<file path="src/rtl/bdctl_pkg.sv">
package bdctl_pkg;

  localparam int unsigned WORD_W  = 32;
  localparam int unsigned ADDR_W  = 8;
  localparam int unsigned FRAME_W = WORD_W + ADDR_W;
  localparam int unsigned NUM_RW  = 3;

  typedef logic [ADDR_W-1:0] addr_t;
  typedef logic [WORD_W-1:0] word_t;
  typedef logic [FRAME_W-1:0] frame_t;

  typedef enum logic [2:0] {
    SEL_NONE,
    SEL_RW,
    SEL_DIP,
    SEL_RSTCTL,
    SEL_VER
  } sel_e;

  localparam addr_t ADR_DIP    = 8'h08;
  localparam addr_t ADR_RSTCTL = 8'h80;
  localparam addr_t ADR_VER    = 8'hFF;

  // Address of general read/write slot n.
  function automatic addr_t rw_addr(input int unsigned slot);
    case (slot)
      0:       return 8'h00;
      1:       return 8'h01;
      default: return 8'h02;
    endcase
  endfunction

  function automatic sel_e decode(input addr_t a);
    sel_e s;
    s = SEL_NONE;
    for (int unsigned i = 0; i < NUM_RW; i++)
      if (a == rw_addr(i)) s = SEL_RW;
    if (a == ADR_DIP)    s = SEL_DIP;
    if (a == ADR_RSTCTL) s = SEL_RSTCTL;
    if (a == ADR_VER)    s = SEL_VER;
    return s;
  endfunction

  // Field extraction from the capture window: address is the newest byte.
  function automatic addr_t frame_addr(input frame_t f);
    return f[ADDR_W-1:0];
  endfunction

  function automatic word_t frame_word(input frame_t f);
    return f[FRAME_W-1:ADDR_W];
  endfunction

  function automatic int unsigned cnt_width(input int unsigned n);
    return (n < 2) ? 1 : $clog2(n + 1);
  endfunction

endpackage

</file>
<file path="src/rtl/bdctl_sync.sv">
module bdctl_sync #(
  parameter int unsigned W       = 1,
  parameter int unsigned STAGES  = 2,
  parameter logic [W-1:0] RST_VAL = '0
) (
  input  logic         clk,
  input  logic         rst_n,
  input  logic [W-1:0] d_i,
  output logic [W-1:0] q_o
);

  logic [STAGES-1:0][W-1:0] stg_q;

  always_ff @(posedge clk or negedge rst_n) begin
    if (!rst_n) begin
      for (int s = 0; s < int'(STAGES); s++) stg_q[s] <= RST_VAL;
    end else begin
      stg_q[0] <= d_i;
      for (int s = 1; s < int'(STAGES); s++) stg_q[s] <= stg_q[s-1];
    end
  end

  assign q_o = stg_q[STAGES-1];

endmodule

</file>
<file path="src/rtl/bdctl_frame.sv">
module bdctl_frame
  import bdctl_pkg::*;
(
  input  logic  clk,
  input  logic  rst_n,
  input  logic  sclk_s,
  input  logic  stb_n_s,
  input  logic  sdi_s,
  input  word_t rdata_i,
  output logic  wr_ev_o,
  output logic  rd_ev_o,
  output addr_t addr_o,
  output word_t wdata_o,
  output logic  sdo_o
);

  logic   sclk_q;
  logic   sclk_rise, sclk_fall;
  logic   strobe_ev, shift_ev;
  frame_t in_sh;
  word_t  out_sh;
  logic   sdo_q;

  always_ff @(posedge clk or negedge rst_n) begin
    if (!rst_n) sclk_q <= 1'b0;
    else        sclk_q <= sclk_s;
  end

  assign sclk_rise = sclk_s & ~sclk_q;
  assign sclk_fall = ~sclk_s & sclk_q;
  assign strobe_ev = sclk_rise & ~stb_n_s;
  assign shift_ev  = sclk_rise & stb_n_s;
  assign wr_ev_o   = strobe_ev & sdi_s;
  assign rd_ev_o   = strobe_ev & ~sdi_s;

  // Capture window: oldest bits fall off the top.
  always_ff @(posedge clk or negedge rst_n) begin
    if (!rst_n)        in_sh <= '0;
    else if (shift_ev) in_sh <= {in_sh[FRAME_W-2:0], sdi_s};
  end

  assign addr_o  = frame_addr(in_sh);
  assign wdata_o = frame_word(in_sh);

  // Read word is loaded on the read strobe and walked out on falling edges.
  always_ff @(posedge clk or negedge rst_n) begin
    if (!rst_n) begin
      out_sh <= '0;
      sdo_q  <= 1'b0;
    end else if (rd_ev_o) begin
      out_sh <= rdata_i;
    end else if (sclk_fall) begin
      sdo_q  <= out_sh[WORD_W-1];
      out_sh <= {out_sh[WORD_W-2:0], 1'b0};
    end
  end

  assign sdo_o = sdo_q;

  p_sdo_on_fall_r3: assert property (@(posedge clk) disable iff (!rst_n)
    !sclk_fall |=> $stable(sdo_q))
    else $error("data out changed without a falling serial edge");

  p_shift_on_rise_r1: assert property (@(posedge clk) disable iff (!rst_n)
    !sclk_rise |=> $stable(in_sh))
    else $error("capture window moved without a rising serial edge");

  p_strobe_no_shift_r2: assert property (@(posedge clk) disable iff (!rst_n)
    strobe_ev |=> $stable(in_sh))
    else $error("strobe cycle was shifted into the window");

endmodule

</file>
<file path="src/rtl/bdctl_regbank.sv">
module bdctl_regbank
  import bdctl_pkg::*;
#(
  parameter int unsigned DIP_W     = 8,
  parameter int unsigned RST_PULSE = 16,
  parameter logic [31:0] VERSION   = 32'h0001_0000
) (
  input  logic             clk,
  input  logic             rst_n,
  input  logic             wr_ev_i,
  input  addr_t            addr_i,
  input  word_t            wdata_i,
  input  logic [DIP_W-1:0] dip_i,
  output word_t            rdata_o,
  output logic             board_rst_o
);

  localparam int unsigned CNT_W = cnt_width(RST_PULSE);
  localparam logic [CNT_W-1:0] CNT_LOAD = CNT_W'(RST_PULSE);

  sel_e              sel;
  logic [NUM_RW-1:0] rw_wr;
  word_t             rw_q [NUM_RW];
  word_t             ctl_q;
  word_t             dip_word;
  logic [CNT_W-1:0]  cnt_q;
  logic              ctl_wr, pulse_go, pulse_last;

  assign sel = decode(addr_i);

  for (genvar g = 0; g < int'(NUM_RW); g++) begin : g_rw_hit
    assign rw_wr[g] = wr_ev_i && (addr_i == rw_addr(g));
  end

  always_ff @(posedge clk or negedge rst_n) begin
    if (!rst_n) begin
      for (int i = 0; i < int'(NUM_RW); i++) rw_q[i] <= '0;
    end else begin
      for (int i = 0; i < int'(NUM_RW); i++)
        if (rw_wr[i]) rw_q[i] <= wdata_i;
    end
  end

  assign ctl_wr     = wr_ev_i && (sel == SEL_RSTCTL);
  assign pulse_go   = ctl_wr && wdata_i[0];
  assign pulse_last = (cnt_q == CNT_W'(1));

  always_ff @(posedge clk or negedge rst_n) begin
    if (!rst_n)              cnt_q <= '0;
    else if (pulse_go)       cnt_q <= CNT_LOAD;
    else if (cnt_q != '0)    cnt_q <= cnt_q - CNT_W'(1);
  end

  always_ff @(posedge clk or negedge rst_n) begin
    if (!rst_n)          ctl_q <= '0;
    else if (ctl_wr)     ctl_q <= wdata_i;
    else if (pulse_last) ctl_q <= '0;
  end

  assign board_rst_o = (cnt_q != '0);
  assign dip_word    = WORD_W'(dip_i);

  always_comb begin
    rdata_o = '0;
    case (sel)
      SEL_RW: begin
        for (int unsigned i = 0; i < NUM_RW; i++)
          if (addr_i == rw_addr(i)) rdata_o = rw_q[i];
      end
      SEL_DIP:    rdata_o = dip_word;
      SEL_RSTCTL: rdata_o = ctl_q;
      SEL_VER:    rdata_o = VERSION;
      default:    rdata_o = '0;
    endcase
  end

  p_mode_hold_r4: assert property (@(posedge clk) disable iff (!rst_n)
    !rw_wr[0] |=> $stable(rw_q[0]))
    else $error("slot 0 changed without a write to it");

  p_pulse_cause_r7: assert property (@(posedge clk) disable iff (!rst_n)
    $rose(board_rst_o) |-> $past(pulse_go))
    else $error("board reset rose without a reset write");

  p_ctl_cleared_r7: assert property (@(posedge clk) disable iff (!rst_n)
    $fell(board_rst_o) |-> (ctl_q == '0))
    else $error("reset control not cleared at pulse end");

endmodule

</file>
<file path="src/rtl/bdctl_serial_slave.sv">
module bdctl_serial_slave
  import bdctl_pkg::*;
#(
  parameter int unsigned DIP_W       = 8,
  parameter int unsigned RST_PULSE   = 16,
  parameter int unsigned SYNC_STAGES = 2,
  parameter logic [31:0] VERSION     = 32'h0001_0000
) (
  input  logic             clk,
  input  logic             rst_n,
  input  logic             ser_clk_i,
  input  logic             ser_stb_n_i,
  input  logic             ser_di_i,
  output logic             ser_do_o,
  input  logic [DIP_W-1:0] dip_i,
  output logic             board_rst_o
);

  // Line order inside the control synchroniser: {clock, strobe_n, data}.
  localparam logic [2:0] LINE_IDLE = 3'b010;

  logic [2:0]       line_s;
  logic [DIP_W-1:0] dip_s;
  logic             wr_ev, rd_ev;
  addr_t            addr;
  word_t            wdata, rdata;

  bdctl_sync #(.W(3), .STAGES(SYNC_STAGES), .RST_VAL(LINE_IDLE)) u_line_sync (
    .clk   (clk),
    .rst_n (rst_n),
    .d_i   ({ser_clk_i, ser_stb_n_i, ser_di_i}),
    .q_o   (line_s)
  );

  bdctl_sync #(.W(DIP_W), .STAGES(SYNC_STAGES), .RST_VAL('0)) u_dip_sync (
    .clk   (clk),
    .rst_n (rst_n),
    .d_i   (dip_i),
    .q_o   (dip_s)
  );

  bdctl_frame u_frame (
    .clk     (clk),
    .rst_n   (rst_n),
    .sclk_s  (line_s[2]),
    .stb_n_s (line_s[1]),
    .sdi_s   (line_s[0]),
    .rdata_i (rdata),
    .wr_ev_o (wr_ev),
    .rd_ev_o (rd_ev),
    .addr_o  (addr),
    .wdata_o (wdata),
    .sdo_o   (ser_do_o)
  );

  bdctl_regbank #(.DIP_W(DIP_W), .RST_PULSE(RST_PULSE), .VERSION(VERSION)) u_bank (
    .clk         (clk),
    .rst_n       (rst_n),
    .wr_ev_i     (wr_ev),
    .addr_i      (addr),
    .wdata_i     (wdata),
    .dip_i       (dip_s),
    .rdata_o     (rdata),
    .board_rst_o (board_rst_o)
  );

  p_cmd_excl_r2: assert property (@(posedge clk) disable iff (!rst_n)
    rd_ev |=> !wr_ev)
    else $error("write event directly after read event");

endmodule

</file>
<file path="config.mk">
export PLATFORM = sky130hd
export DESIGN_NAME = bdctl_serial_slave
export DESIGN_NICKNAME = d
export VERILOG_FILES = /design/src/rtl/bdctl_pkg.sv /design/src/rtl/bdctl_sync.sv /design/src/rtl/bdctl_frame.sv /design/src/rtl/bdctl_regbank.sv /design/src/rtl/bdctl_serial_slave.sv
export SDC_FILE = /design/constraint.sdc
export NUM_CORES = 1
export LEC_CHECK = 0
export BUFFER_PORTS_ARGS = -buffer_cell sky130_fd_sc_hd__buf_2
export CAP_MARGIN = 10
export CORE_UTILIZATION = 40
export DETAILED_ROUTE_END_ITERATION = 10
export GPL_TIMING_DRIVEN = 0
export PLACE_DENSITY_LB_ADDON = 0.25
export SLEW_MARGIN = 20
export SYNTH_ARGS = -nofsm -noshare
export SYNTH_HDL_FRONTEND = slang
export SYNTH_SLANG_ARGS = --single-unit
</file>
<file path="constraint.sdc">
create_clock -name clk -period 5.95 [get_ports clk]
set_clock_uncertainty 0.05 [all_clocks]
set_input_delay 1.4875 -clock clk [delete_from_list [all_inputs] [get_ports clk]]
set_output_delay 1.4875 -clock clk [all_outputs]
set_load 0.05 [all_outputs]
</file>
==> summary.txt <==
Hold path
  – Hold Crit Start: u_dip_sync.stg_q[2]$_DFF_PN0_
  – Hold Crit Depth: 0
  – Worst Hold Class: flop to flop

Critical path
  – R2r startpoint: u_frame.in_sh[7]$_DFFE_PN0P_
  – Crit Path Max Fanout: 6
  – Reg2Reg Setup Slack: 3370 ps
  – Crit Reg-Reg Endpoint: u_frame.out_sh[17]$_DFFE_PN0P_
  – Crit path to: board_rst_o
  – Worst setup EP type: primary output
  – CP required: 4410 ps
  – Critical Path Start Type: flop
  – WS Path Type: flop to primary output
  – CP arrival: 2300 ps
  – Reg2Reg Depth: 6
  – Crit path from: u_bank.cnt_q[0]$_DFFE_PN0P_

Placed design
  – Gp weighted congestion: 0.755
  – Port Buffers: 14
  – Hpwl dp: 13100 um
  – Placed cell count: 1082
  – Dpl cell area: 10200 um2

Finish
  – Register area: 5730 um2
  – Area of the multi-input gates: 3670 um2
  – Design Area, Final: 11000 um2
  – Most common library cell in the layout ignoring fill and taps: dfrtp_1
  – Fraction of layout cells with a size suffix above 1: 26.3%
  – Number of diodes: 0
  – Final #Nets: 806
  – Core Util, Final: 46.9%
  – Most frequent cells in the layout: dfrtp_1 (227), mux2_2 (133), nand2_1 (69)
  – Synthesis-to-layout area growth: 14.3%
  – Post-Layout Cell Count: 1128
  – # fillers: 2171

STA
  – Slew headroom: 34.8%
  – Setup TNS: 0 ps
  – FMAX: 260 MHz
  – Pins Over Slew Limit: 0
  – RSZ-0062 raised after global routing: no
  – Final Critical Period: 3840 ps
  – Worst Tran Pin Value: 965 ps
  – Fin crit share: 64.6%
  – Min Hold Slack: 296 ps
  – Setup Viol. Count Final: 0
  – Fin. Hold Viols: 0

Synthesis
  – Top cells by area, synth: dfrtp_1 (59%), mux2_2 (16%), mux2i_1 (5.8%)
  – Post-synth EDFFs: 0
  – Syn nets: 763
  – Mapped Area: 9650 um2
  – Synth Register Bits: 229
  – FFs w/ async S/R, synth: 100%
  – Dominant cell type by area after synthesis: dfrtp_1
  – Synth cell types: 37
  – YS warnings: 0
  – Syn Area/Cell: 12.9 um2
  – Fraction of post-synthesis cell area in the top cell type by area: 58.8%
  – Main synth FF type: dfrtp_1
  – Post-Synthesis Cells: 747
  – Register area share after synthesis: 59.4%

Routing
  – Final wirelength: 21400 um
  – Drt first-iter violations: 363
  – Drt wl/cell: 18.9 um
  – Via count: 6002
  – Antenna Nets Post-Route: 0
  – First drt pass iteration count: 4
  – Vias per cell: 5.32
  – Drc violations: 0

Global routing
  – GRT overflow: 0
  – Pin count of the biggest net entering global routing: 87
  – Vias in the first global route: 6182
  – Global-route wire length before repair: 34700 um
  – GRT Util Overall: 18.2%
  – Initial antenna violation count: 0

Clock tree
  – CTS resizes: 0
  – Clock slew at reported path FFs: 60 ps
  – Hold-fix buffers at CTS: 0
  – CTS H-Tree Depth: 1
  – Post-CTS Setup Inserts: 0
  – Clock root cell: clkbuf_16
  – CTS tree: done
  – Clock sink count: 229
  – CTS max path bufs: 3
  – TritonCTS buffer count: 25
  – Clock latency on the worst-skew pair: 530 ps

Die
  – Core area: 23500 um2
  – Die Height: 157 um
  – Initial Util: 41.0%
  – Die X: 157 um
  – # IOs: 15
  – Total Die Area: 24800 um2
  – # rows: 56

Flow run
  – Maxcap violations: 0

Power and ir drop
  – Power per standard cell area: 345 nW/um2
  – P_leak: 5.04 nW
  – Peak VDD IR: 0.277 mV

Status
  – Status: complete, no violations
worst min path at each step:
stage | end
global placement | u_dip_sync.q_o[0]$_DFF_PN0_
CTS | u_dip_sync.q_o[7]$_DFF_PN0_
detailed placement | u_dip_sync.q_o[2]$_DFF_PN0_
global route | u_dip_sync.q_o[3]$_DFF_PN0_
finish | u_dip_sync.q_o[2]$_DFF_PN0_
floorplan | u_dip_sync.q_o[0]$_DFF_PN0_
cells in the mapped netlist, types with 5 or more instances:
cell,n
nor2_1,8
o21ai_0,36
buf_2,12
a22oi_1,7
o22ai_1,23
inv_1,5
mux2_2,133
a211oi_1,8
nor2b_1,13
buf_1,7
nand2_1,69
dfrtp_1,227
a22o_1,8
mux2i_1,56
clkbuf_1,31
o2bb2ai_1,30
a21oi_1,15
a31oi_1,25
registers in the layout (all words and copies together), names as in the netlist:
name / cells
u_frame.sclk_q: 1
u_frame.in_sh: 40
u_dip_sync.q_o: 8
u_bank.rw_q: 96
u_line_sync.q_o: 3
u_line_sync.stg_q: 3
u_frame.out_sh: 32
u_dip_sync.stg_q: 8
u_frame.sdo_o: 1
u_bank.cnt_q: 5
u_bank.ctl_q: 32
worst max-delay path: stages (launching register included):
cell and delay, ps:
dfrtp_1 390, inv_1 120, ha_1 170, nor4b_1 780, inv_1 80, buf_2 240
layout make-up:
cell class / count / area share (%)
inverters: 5 / 0.170
clock buffers: 38 / 6.75
repair buffers: 16 / 1.22
well taps: 319 / 3.62
plain buffers: 54 / 2.11
clock inverters: 8 / 0.884
flip-flops and latches: 229 / 52.0
multi-input cells: 459 / 33.3
through the flow:
stage / setup slack [ps] / total power [mW]
finish: 2110 / 3.81
global route: 1960 / 3.97
CTS: 2070 / 3.85
detailed placement: 2630 / 2.28
global placement: -813 / 2.27
floorplan: 2720 / 2.07
routing by layer:
| layer | track usage, % | part of all wire (%) |
|---|---|---|
| met5 | 0 | 0 |
| met4 | 4.53 | 2.1 |
| met3 | 2.53 | 2.9 |
| met2 | 28.8 | 45 |
| met1 | 26.3 | 50 |
cell families (layout without fill, tap and decap cells):
group | count (synthesis) | in the layout | synth area share [%]
flops | 229 | 229 | 59.4
mux | 192 | 192 | 21.7
compound gates | 152 | 152 | 10.4
simple gates | 111 | 111 | 5.48
buf+inv | 59 | 121 | 2.61
fa+ha+maj | 3 | 3 | 0.389
xor+xnor | 1 | 1 | 0.0907
report_power, final:
group / internal, mW / total (mW) / switching, mW
logic: 0.183 / 0.548 / 0.365
clock network: 0.950 / 1.56 / 0.613
registers: 1.64 / 1.70 / 0.0617
No activity file was read; power rests on OpenSTA's default activity.
